## src/rtl/fracn_pkg.sv

```systemverilog
package fracn_pkg;

  // The two residue moduli the controller supports.
  localparam int unsigned MOD_LO = 5;
  localparam int unsigned MOD_HI = 8;

  // Modulus value for a modulus-choice bit, in a given width.
  function automatic int unsigned mod_of(input logic hi);
    return hi ? MOD_HI : MOD_LO;
  endfunction

endpackage

```

## src/rtl/fracn_cfg.sv

```systemverilog
// Pending/active settings. A load fills the pending set. The next strobe
// copies it into the active set and requests a residue clear.
module fracn_cfg
  import fracn_pkg::*;
#(
  parameter int unsigned NTOT_W = 12,
  parameter int unsigned NF_W   = 3
) (
  input  logic              clk,
  input  logic              rst_n,
  input  logic              cmp_stb,
  input  logic              load,
  input  logic [NTOT_W-1:0] ld_ntot,
  input  logic [NF_W-1:0]   ld_nf,
  input  logic              ld_mod8,
  output logic              apply,
  output logic              pend_q,
  output logic [NF_W-1:0]   pend_nf_q,
  output logic              pend_mod8_q,
  output logic [NTOT_W-1:0] ntot_nx,
  output logic [NTOT_W-1:0] act_ntot_q,
  output logic [NF_W-1:0]   act_nf_q,
  output logic              act_mod8_q,
  output logic              nf_err
);

  localparam int unsigned CW = NF_W + 1;

  logic [NTOT_W-1:0] pend_ntot_q, pend_ntot_d;
  logic [NF_W-1:0]   pend_nf_d;
  logic              pend_mod8_d, pend_d;
  logic              err_d;
  logic [NTOT_W-1:0] act_ntot_d;
  logic [NF_W-1:0]   act_nf_d;
  logic              act_mod8_d;
  logic [CW-1:0]     lim;
  logic              too_big;

  assign apply = cmp_stb & pend_q;

  // Clamp an out-of-range numerator to the largest legal value.
  always_comb begin
    lim     = CW'(mod_of(ld_mod8));
    too_big = ({1'b0, ld_nf} >= lim);
  end

  always_comb begin
    pend_ntot_d = pend_ntot_q;
    pend_nf_d   = pend_nf_q;
    pend_mod8_d = pend_mod8_q;
    err_d       = nf_err;
    pend_d      = pend_q;
    if (apply) pend_d = 1'b0;
    if (load) begin
      pend_d      = 1'b1;
      pend_ntot_d = ld_ntot;
      pend_mod8_d = ld_mod8;
      err_d       = too_big;
      pend_nf_d   = too_big ? NF_W'(lim - CW'(1)) : ld_nf;
    end
  end

  always_comb begin
    act_ntot_d = act_ntot_q;
    act_nf_d   = act_nf_q;
    act_mod8_d = act_mod8_q;
    if (apply) begin
      act_ntot_d = pend_ntot_q;
      act_nf_d   = pend_nf_q;
      act_mod8_d = pend_mod8_q;
    end
  end

  assign ntot_nx = act_ntot_d;

  always_ff @(posedge clk or negedge rst_n) begin
    if (!rst_n) begin
      pend_q      <= 1'b0;
      pend_ntot_q <= '0;
      pend_nf_q   <= '0;
      pend_mod8_q <= 1'b0;
      nf_err      <= 1'b0;
      act_ntot_q  <= '0;
      act_nf_q    <= '0;
      act_mod8_q  <= 1'b0;
    end else begin
      pend_q      <= pend_d;
      pend_ntot_q <= pend_ntot_d;
      pend_nf_q   <= pend_nf_d;
      pend_mod8_q <= pend_mod8_d;
      nf_err      <= err_d;
      act_ntot_q  <= act_ntot_d;
      act_nf_q    <= act_nf_d;
      act_mod8_q  <= act_mod8_d;
    end
  end

endmodule

```

## src/rtl/fracn_accum.sv

```systemverilog
// Residue accumulator with wrap detection, advanced once per strobe.
module fracn_accum
  import fracn_pkg::*;
#(
  parameter int unsigned NF_W = 3
) (
  input  logic            clk,
  input  logic            rst_n,
  input  logic            stb,
  input  logic            clear,
  input  logic [NF_W-1:0] nf,
  input  logic            mod8,
  output logic [NF_W-1:0] acc_nx,
  output logic            wrap_nx,
  output logic [NF_W-1:0] acc_q,
  output logic            sel_q
);

  localparam int unsigned SW = NF_W + 1;

  logic [SW-1:0]   sum, modv;
  logic [NF_W-1:0] acc_d;
  logic            sel_d;

  always_comb begin
    modv    = SW'(mod_of(mod8));
    sum     = {1'b0, acc_q} + {1'b0, nf};
    wrap_nx = 1'b0;
    acc_nx  = NF_W'(sum);
    if (clear) begin
      acc_nx = '0;
    end else if (sum >= modv) begin
      wrap_nx = 1'b1;
      acc_nx  = NF_W'(sum - modv);
    end
  end

  always_comb begin
    acc_d = acc_q;
    sel_d = sel_q;
    if (stb) begin
      acc_d = acc_nx;
      sel_d = wrap_nx;
    end
  end

  always_ff @(posedge clk or negedge rst_n) begin
    if (!rst_n) begin
      acc_q <= '0;
      sel_q <= 1'b0;
    end else begin
      acc_q <= acc_d;
      sel_q <= sel_d;
    end
  end

endmodule

```

## src/rtl/fracn_comp.sv

```systemverilog
// Registers the divide value and the cancellation code for each strobe.
module fracn_comp #(
  parameter int unsigned NTOT_W = 12,
  parameter int unsigned NF_W   = 3,
  parameter int unsigned SF_W   = 8
) (
  input  logic                 clk,
  input  logic                 rst_n,
  input  logic                 stb,
  input  logic [NF_W-1:0]      acc_nx,
  input  logic                 wrap_nx,
  input  logic [NTOT_W-1:0]    ntot_nx,
  input  logic                 speedup,
  input  logic [SF_W-1:0]      sf_norm,
  input  logic [SF_W-1:0]      sf_fast,
  output logic [NTOT_W:0]      div_value,
  output logic [NF_W+SF_W-1:0] comp_code
);

  localparam int unsigned DW = NTOT_W + 1;
  localparam int unsigned CW = NF_W + SF_W;

  logic [SF_W-1:0] sf_use;
  logic [DW-1:0]   div_d;
  logic [CW-1:0]   comp_d;

  always_comb begin
    sf_use = speedup ? sf_fast : sf_norm;
    div_d  = div_value;
    comp_d = comp_code;
    if (stb) begin
      div_d  = {1'b0, ntot_nx} + DW'(wrap_nx);
      comp_d = CW'(acc_nx) * CW'(sf_use);
    end
  end

  always_ff @(posedge clk or negedge rst_n) begin
    if (!rst_n) begin
      div_value <= '0;
      comp_code <= '0;
    end else begin
      div_value <= div_d;
      comp_code <= comp_d;
    end
  end

endmodule

```

## src/rtl/fracn_modctl.sv

```systemverilog
module fracn_modctl #(
  parameter int unsigned NTOT_W = 12,
  parameter int unsigned NF_W   = 3,
  parameter int unsigned SF_W   = 8
) (
  input  logic                 clk,
  input  logic                 rst_n,
  input  logic                 cmp_stb,
  input  logic                 load,
  input  logic [NTOT_W-1:0]    ld_ntot,
  input  logic [NF_W-1:0]      ld_nf,
  input  logic                 ld_mod8,
  input  logic                 speedup,
  input  logic [SF_W-1:0]      sf_norm,
  input  logic [SF_W-1:0]      sf_fast,
  output logic                 divide_sel,
  output logic [NTOT_W:0]      div_value,
  output logic [NF_W+SF_W-1:0] comp_code,
  output logic                 nf_err
);

  // Reset: asserted asynchronously, released on a clock edge.
  logic [1:0] rst_pipe;
  logic       rst_n_sync;

  always_ff @(posedge clk or negedge rst_n) begin
    if (!rst_n) rst_pipe <= 2'b00;
    else        rst_pipe <= {rst_pipe[0], 1'b1};
  end
  assign rst_n_sync = rst_pipe[1];

  logic              apply, pend_q, pend_mod8_q, act_mod8_q, wrap_nx;
  logic [NF_W-1:0]   pend_nf_q, act_nf_q, acc_nx, acc_q;
  logic [NTOT_W-1:0] ntot_nx, act_ntot_q;

  fracn_cfg #(.NTOT_W(NTOT_W), .NF_W(NF_W)) u_cfg (
    .clk(clk), .rst_n(rst_n_sync), .cmp_stb(cmp_stb), .load(load),
    .ld_ntot(ld_ntot), .ld_nf(ld_nf), .ld_mod8(ld_mod8),
    .apply(apply), .pend_q(pend_q), .pend_nf_q(pend_nf_q),
    .pend_mod8_q(pend_mod8_q), .ntot_nx(ntot_nx), .act_ntot_q(act_ntot_q),
    .act_nf_q(act_nf_q), .act_mod8_q(act_mod8_q), .nf_err(nf_err)
  );

  fracn_accum #(.NF_W(NF_W)) u_acc (
    .clk(clk), .rst_n(rst_n_sync), .stb(cmp_stb), .clear(apply),
    .nf(act_nf_q), .mod8(act_mod8_q), .acc_nx(acc_nx), .wrap_nx(wrap_nx),
    .acc_q(acc_q), .sel_q(divide_sel)
  );

  fracn_comp #(.NTOT_W(NTOT_W), .NF_W(NF_W), .SF_W(SF_W)) u_comp (
    .clk(clk), .rst_n(rst_n_sync), .stb(cmp_stb), .acc_nx(acc_nx),
    .wrap_nx(wrap_nx), .ntot_nx(ntot_nx), .speedup(speedup),
    .sf_norm(sf_norm), .sf_fast(sf_fast), .div_value(div_value),
    .comp_code(comp_code)
  );

endmodule

```

## config.mk

```make
export PLATFORM = sky130hd
export DESIGN_NAME = fracn_modctl
export DESIGN_NICKNAME = d
export VERILOG_FILES = /design/src/rtl/fracn_pkg.sv /design/src/rtl/fracn_cfg.sv /design/src/rtl/fracn_accum.sv /design/src/rtl/fracn_comp.sv /design/src/rtl/fracn_modctl.sv
export SDC_FILE = /design/constraint.sdc
export NUM_CORES = 1
export LEC_CHECK = 0
export ABC_AREA = 0
export BUFFER_PORTS_ARGS = -buffer_cell sky130_fd_sc_hd__buf_2
export CELL_PAD_IN_SITES_DETAIL_PLACEMENT = 0
export CELL_PAD_IN_SITES_GLOBAL_PLACEMENT = 1
export CORE_MARGIN = 1.5
export CORE_UTILIZATION = 30
export CTS_CLUSTER_SIZE = 30
export DETAILED_ROUTE_END_ITERATION = 7
export PLACE_DENSITY = 0.55
export SLEW_MARGIN = 20
export SYNTH_ARGS = -nofsm -noshare
export SYNTH_HDL_FRONTEND = slang
export SYNTH_SLANG_ARGS = --single-unit
```

## constraint.sdc

```tcl
create_clock -name clk -period 2.4 [get_ports clk]
set_clock_uncertainty 0.2 [all_clocks]
set_input_delay 0.36 -clock clk [delete_from_list [all_inputs] [get_ports clk]]
set_output_delay 0.36 -clock clk [all_outputs]
set_load 0.01 [all_outputs]
```

Word level (Yosys, flattened, before mapping)
Cells that the tools add are included.

word-level totals
  register bits after elaboration = 64
  input port bits = 37
  output and inout bits = 26
  logic and storage cells = 33

operators by class
  add/sub/neg operators = 4
  $mul = 1
  $lt $le $gt $ge = 2
  mux-type cells = 11
  bitwise gates (word level) = 1
  reduce and logical (&&, ||, !) cells = 1

operator list
  cell                                                                 number
  12-bit by 1-bit adder with 13-bit output                             1
  12-bit 2-to-1 mux                                                    1
  3-bit by 8-bit multiplier with 11-bit output                         1
  3-bit 2-to-1 mux                                                     3
  4-bit 2-to-1 mux                                                     2
  8-bit 2-to-1 mux                                                     1
  3-bit by 3-bit adder with 4-bit output                               1
  3-bit by 4-bit greater-or-equal comparator with 1-bit output         1
  4-bit greater-or-equal comparator                                    1
  1-bit 2-to-1 mux                                                     4
  3-bit by 1-bit subtractor with 3-bit output (second input constant)  1
  3-bit subtractor                                                     1
  2-bit nonzero test                                                   1
  1-bit AND                                                            1

Depth between registers and ports, before layout
  depth after elaboration = 5
  gate-level depth with buffers = 17
  mapped depth without buffers = 17

Modules after synthesis
From an unflattened synthesis, not the netlist that was laid out.

second synthesis, totals
  cell total of the unflattened synthesis = 340
  area, all modules = 3703.6 um^2

by module, submodules not included
  module        times used  cells an instance  area each (um^2)  sequential area each (um^2)
  fracn_comp    1           200                1821.7            600.6
  fracn_cfg     1           83                 1353.8            850.8
  fracn_accum   1           54                 474.2             100.1
  fracn_modctl  1           3                  53.8              50.0

Least setup slack after synthesis
No wires, ideal clock.

  path type = register to register
  start = register u_cfg.act_nf_q[0]
  end = register u_comp.comp_code[10]
  library setup time = 0.129 ns
  arrival time = 4.333 ns
  required time = 2.071 ns
  path slack = -2.262 ns
  cell stages (with the launch flop) = 17
  path buffers = 0
  period minus slack after synthesis = 4.662 ns
  cell sequence = dfrtp_1 ha_1 fa_1 xor2_1 ha_1 a21boi_1 o21ai_1 a21boi_0 or3_1 fa_1 inv_1 fa_1 a21o_1 a21oi_1 o21ai_0 o211a_1 o41a_1

on the way
  longest elaborated chain between the ends = 5
  elaborated cells between the ends (all ways) = 6
  classes of those cells = add/sub (2); mul (1); order compare (1); mux (2)

RTL lines
  what                                                                   line                                  text
  start: declaration                                                     fracn_cfg.sv:22                       output logic [NF_W-1:0] act_nf_q,
  start signal: assignment                                               fracn_cfg.sv:93                       act_nf_q <= act_nf_d;
  3-bit by 3-bit adder with 4-bit output (*)                             fracn_accum.sv:27                     sum = {1'b0, acc_q} + {1'b0, nf};
  4-bit greater-or-equal comparator or 3-bit subtractor (tied branches)  fracn_accum.sv:32, fracn_accum.sv:34
  3-bit 2-to-1 mux (*)                                                   fracn_accum.sv:32                     end else if (sum >= modv) begin
  3-bit 2-to-1 mux (*)                                                   fracn_accum.sv:30                     if (clear) begin
  3-bit by 8-bit multiplier with 11-bit output (*)                       fracn_comp.sv:33                      comp_d = CW'(acc_nx) * CW'(sf_use);
  end signal: assignment                                                 fracn_comp.sv:43                      comp_code <= comp_d;
  end: declaration                                                       fracn_comp.sv:17                      output logic [NF_W+SF_W-1:0] comp_code

Mark *: on every way between the ends. The rest lies on a longest branch, timed or not.
A chain may end at the register's enable or synchronous reset.

Final worst setup path
  start = register u_acc.acc_q[0]
  end = register u_comp.comp_code[10]

on the way
  longest elaborated chain between the ends = 5
  elaborated cells between the ends (all ways) = 6
  classes of those cells = add/sub (2); mul (1); order compare (1); mux (2)

RTL lines
  what                                                                   line                                  text
  start: declaration                                                     fracn_accum.sv:15                     output logic [NF_W-1:0] acc_q,
  start signal: assignment                                               fracn_accum.sv:49                     acc_q <= '0;
  start signal: assignment                                               fracn_accum.sv:52                     acc_q <= acc_d;
  3-bit by 3-bit adder with 4-bit output (*)                             fracn_accum.sv:27
  4-bit greater-or-equal comparator or 3-bit subtractor (tied branches)  fracn_accum.sv:32, fracn_accum.sv:34
  3-bit 2-to-1 mux (*)                                                   fracn_accum.sv:32
  3-bit 2-to-1 mux (*)                                                   fracn_accum.sv:30
  3-bit by 8-bit multiplier with 11-bit output (*)                       fracn_comp.sv:33

Marked as above.

==> results.md <==
- Routed length per instance: 15.0 µm
- Number of flops mapped to enable cells by yosys: 0
- Top cells by count, synth: 64 x dfrtp_1, 42 x nand2_1, 34 x mux2_2
- DIE HEIGHT: 114 µm
- Clock-pin slew on the worst setup and hold paths: 0.05 ns
- Sequential area share after synthesis: 0.434
- IO Count: between 60 and 70
- Post-Syn Area: 3690 µm²
- Tmin final: 4.40 ns
- Status: complete, but fails checks
- # Max-Cap Violations: 0
- Clock sink count: between 60 and 70
- Area occupied by multi-input gates: 2350 µm²
- Ratio of cells with drive above 1 in the final layout: 0.511
- Most numerous cell in the Yosys netlist: dfrtp_1
- Post-synth ARST share: 1.00
- Total of warnings raised by yosys: 0
- DP Wirelength: ~7300 µm
- PnR worst setup slack: -2.00 ns
- Failing checks: negative setup slack
- Vias in the first global route: around 3300
- Grt total ovfl: 0
- Detailed-route via count: just over 3000
- Library cells used by synthesis: 54
- Largest net degree at the start of global routing: between 40 and 50
- CP Max Fanout: 6
- Port Buffers: slightly above 60
- Max Slew Vio Count: 0
- Worst path max stage delay: approximately 0.48 ns
- Dominant synthesized flop cell: dfrtp_1
- WL final: approximately 9600 µm
- Syn nets: 419
- Post-layout util: 0.453
- ANT nets after route: 0
- Worst path slowest cell: fa_1
- DR iter-0 viols: between 70 and 80
- Reg-to-reg slack, setup: -2.00 ns
- Seq. cell area: between 1500 and 2000 µm²
- CTS tree: yes
- Root Buffer: clkbuf_16
- Final setup vio count: 28
- WP data arrival: ~4.4 ns
- Overall Global Routing Usage: 0.157
- Core area: about 12000 µm²
- Worst Path Buf+Inv: 0
- Post-layout nets: ~550
- Hold slack: ~0.024 ns
- Delay-heaviest family, CP: adder cells
- Synth Instances: about 350
- Starting Density: 0.307
- Total power: around 7 mW
- H-tree levels: 3
- Clk_lat worst skew: approximately 0.32 ns
- Critical path startpoint category: flip-flop
- Crit Path Class: flip-flop to flip-flop
- Antenna violations before repair: 0
- Worst path required time: about 2.4 ns
- Row count: 40
- First-pass GRT wire length: 15900 µm
- Die ar.: approximately 13000 µm²
- Synth area leader: dfrtp_1
- Flops & latches, synth: 64
- DR pass1 iterations: 4
- Post-DP Area: about 4700 µm²
- Area fraction of the dominant cell type after synthesis: 0.434
- Area growth, synth to finish: 47.5%
- CTS Buffer Depth: 2
- Fill count: ~1100
- Die W: 114 µm
- TNS Setup: -28.90 ns
- Max frequency: between 0.2 and 0.25 GHz
- Design area: 5440 µm²
- Mapped Avg Cell Area: between 10 and 15 µm²
- DR DRC count: 0
- CP cell instances: ha_2 -> fa_2 -> xor2_2 -> ha_4 -> a21boi_4 -> o21ai_4 -> a21o_1 -> a21oi_2 -> fa_1 -> ha_4 -> fa_2 -> a21o_1 -> a21oi_4 -> o21ai_1 -> o211a_1 -> o41a_1
- Antenna diodes: 0
- Pwr Density: 1260 nW/µm²
- Num CTS Buffers: 9
- Worst setup EP type: flip-flop
- Synth area leaders: dfrtp_1 43%, mux2_2 10%, ha_1 6.8%, fa_1 4.3%, nand2_1 4.3%
- RSZ-0062 raised after global routing: yes
- Maximum vdd ir drop: roughly 460 µV
- GPL Wtd Cong: 0.781
- Final period util: 1.83
- Lkg Pwr: ~2.6 nW
- Via density: a little under 5
- Hold WC Path Type: flip-flop to asynchronous set/reset pin
- Final Hold Fails: 0
==> cell usage in the layout, fill, tap and decap left out, drive strengths merged, types with 2 or more instances in the layout <==
| cell | n |
|---|---|
| nor2 | 14 |
| a31oi | 2 |
| a21o | 6 |
| o31ai | 5 |
| o32ai | 3 |
| xnor2 | 6 |
| nand2b | 6 |
| nand2 | 42 |
| xor2 | 3 |
| mux2 | 35 |
| and3 | 4 |
| a21boi | 3 |
| inv | 28 |
| a21oi | 14 |
| clkbuf | 11 |
| o21a | 3 |
| or2 | 2 |
| or3 | 3 |
| nor4 | 3 |
| o211ai | 4 |
| nand4 | 8 |
| o21ai | 16 |
| nor2b | 2 |
| nand3 | 5 |
| fa | 8 |
| ha | 20 |
| dfrtp | 64 |
| nor3 | 11 |
| buf | 136 |
| clkinv | 3 |
| o2bb2ai | 2 |
| mux2i | 7 |
| and2 | 2 |
==> where the power goes <==
group	leakage [nW]	total, mW	internal (mW)	switching, mW
Clock	0.145	1.26	0.820	0.443
Sequential	0.783	1.46	1.32	0.139
Combinational	1.66	4.11	2.17	1.95
Total	2.59	6.83	4.31	2.53
==> per-stage QoR <==
stage | setup WS [ns] | instances
finish | -2.00 | 640
global route | -2.16 | 640
CTS | -1.99 | 638
detailed placement | -2.05 | 617
global placement | -1.96 | 617
floorplan | -1.88 | 354
==> flip-flops by register name, summed over array words and instances (netlist names), 2 cells and up <==
| register | count |
|---|---|
| u_acc.acc_q | 3 |
| u_cfg.act_ntot_q | 12 |
| rst_pipe | 2 |
| u_cfg.act_nf_q | 3 |
| u_cfg.pend_ntot_q | 12 |
| u_comp.div_value | 13 |
| u_cfg.pend_nf_q | 3 |
| u_comp.comp_code | 11 |
==> area by class of cell <==
| class | instances | area share |
|---|---|---|
| clock buffers | 11 | 0.0446 |
| repair buffers | 137 | 0.167 |
| clock inverters | 4 | 0.00828 |
| flip-flops and latches | 64 | 0.294 |
| well taps | 147 | 0.0338 |
| multi-input cells | 249 | 0.432 |
| inverters | 28 | 0.0193 |
==> path summary, 6_finish.rpt <==
check	from	end	depth (start not counted)
max in group asynchronous	rst_pipe[1]	u_comp.comp_code[5]	1
hold / removal	rst_pipe[1]	u_comp.div_value[0]	0
min in group clk	ld_ntot[0]	u_cfg.pend_ntot_q[0]	2
setup reg to reg	u_acc.acc_q[0]	u_comp.comp_code[10]	16
setup / recovery	u_acc.acc_q[0]	u_comp.comp_code[10]	16
hold reg to reg	rst_pipe[1]	u_comp.div_value[0]	0
==> cells by family (layout without fill, tap and decap cells) <==
group / Yosys count / count (layout) / share of synthesized area
compound gates: 67 / 67 / 0.124
xor+xnor: 9 / 9 / 0.0214
fa+ha+maj: 28 / 28 / 0.111
buf+inv: 41 / 180 / 0.0485
flops: 64 / 64 / 0.434
mux: 42 / 42 / 0.127
other cells: 1 / 1 / 0.00102
simple gates: 102 / 102 / 0.133
==> per-layer routing <==
metal,share of wire,global-route usage,up-vias,wire length (µm)
li1,-,-,1518,-
met5,0,0,-,0
met4,0.017,0.0583,0,166
met1,0.44,0.196,1506,4250
met3,0.040,0.0319,17,387
met2,0.50,0.270,66,4810
==> repair_timing <==
action | 4_1_cts | 5_1_grt
setup endpoints to repair | 28 | 28
pin swaps | 16 | 29
buffers inserted | 5 | 8
hold buffers | 1 | 0
gates resized for setup | 21 | 40
endpoints found under the hold margin | 2 | 0
(Power assumes the default switching activity.)
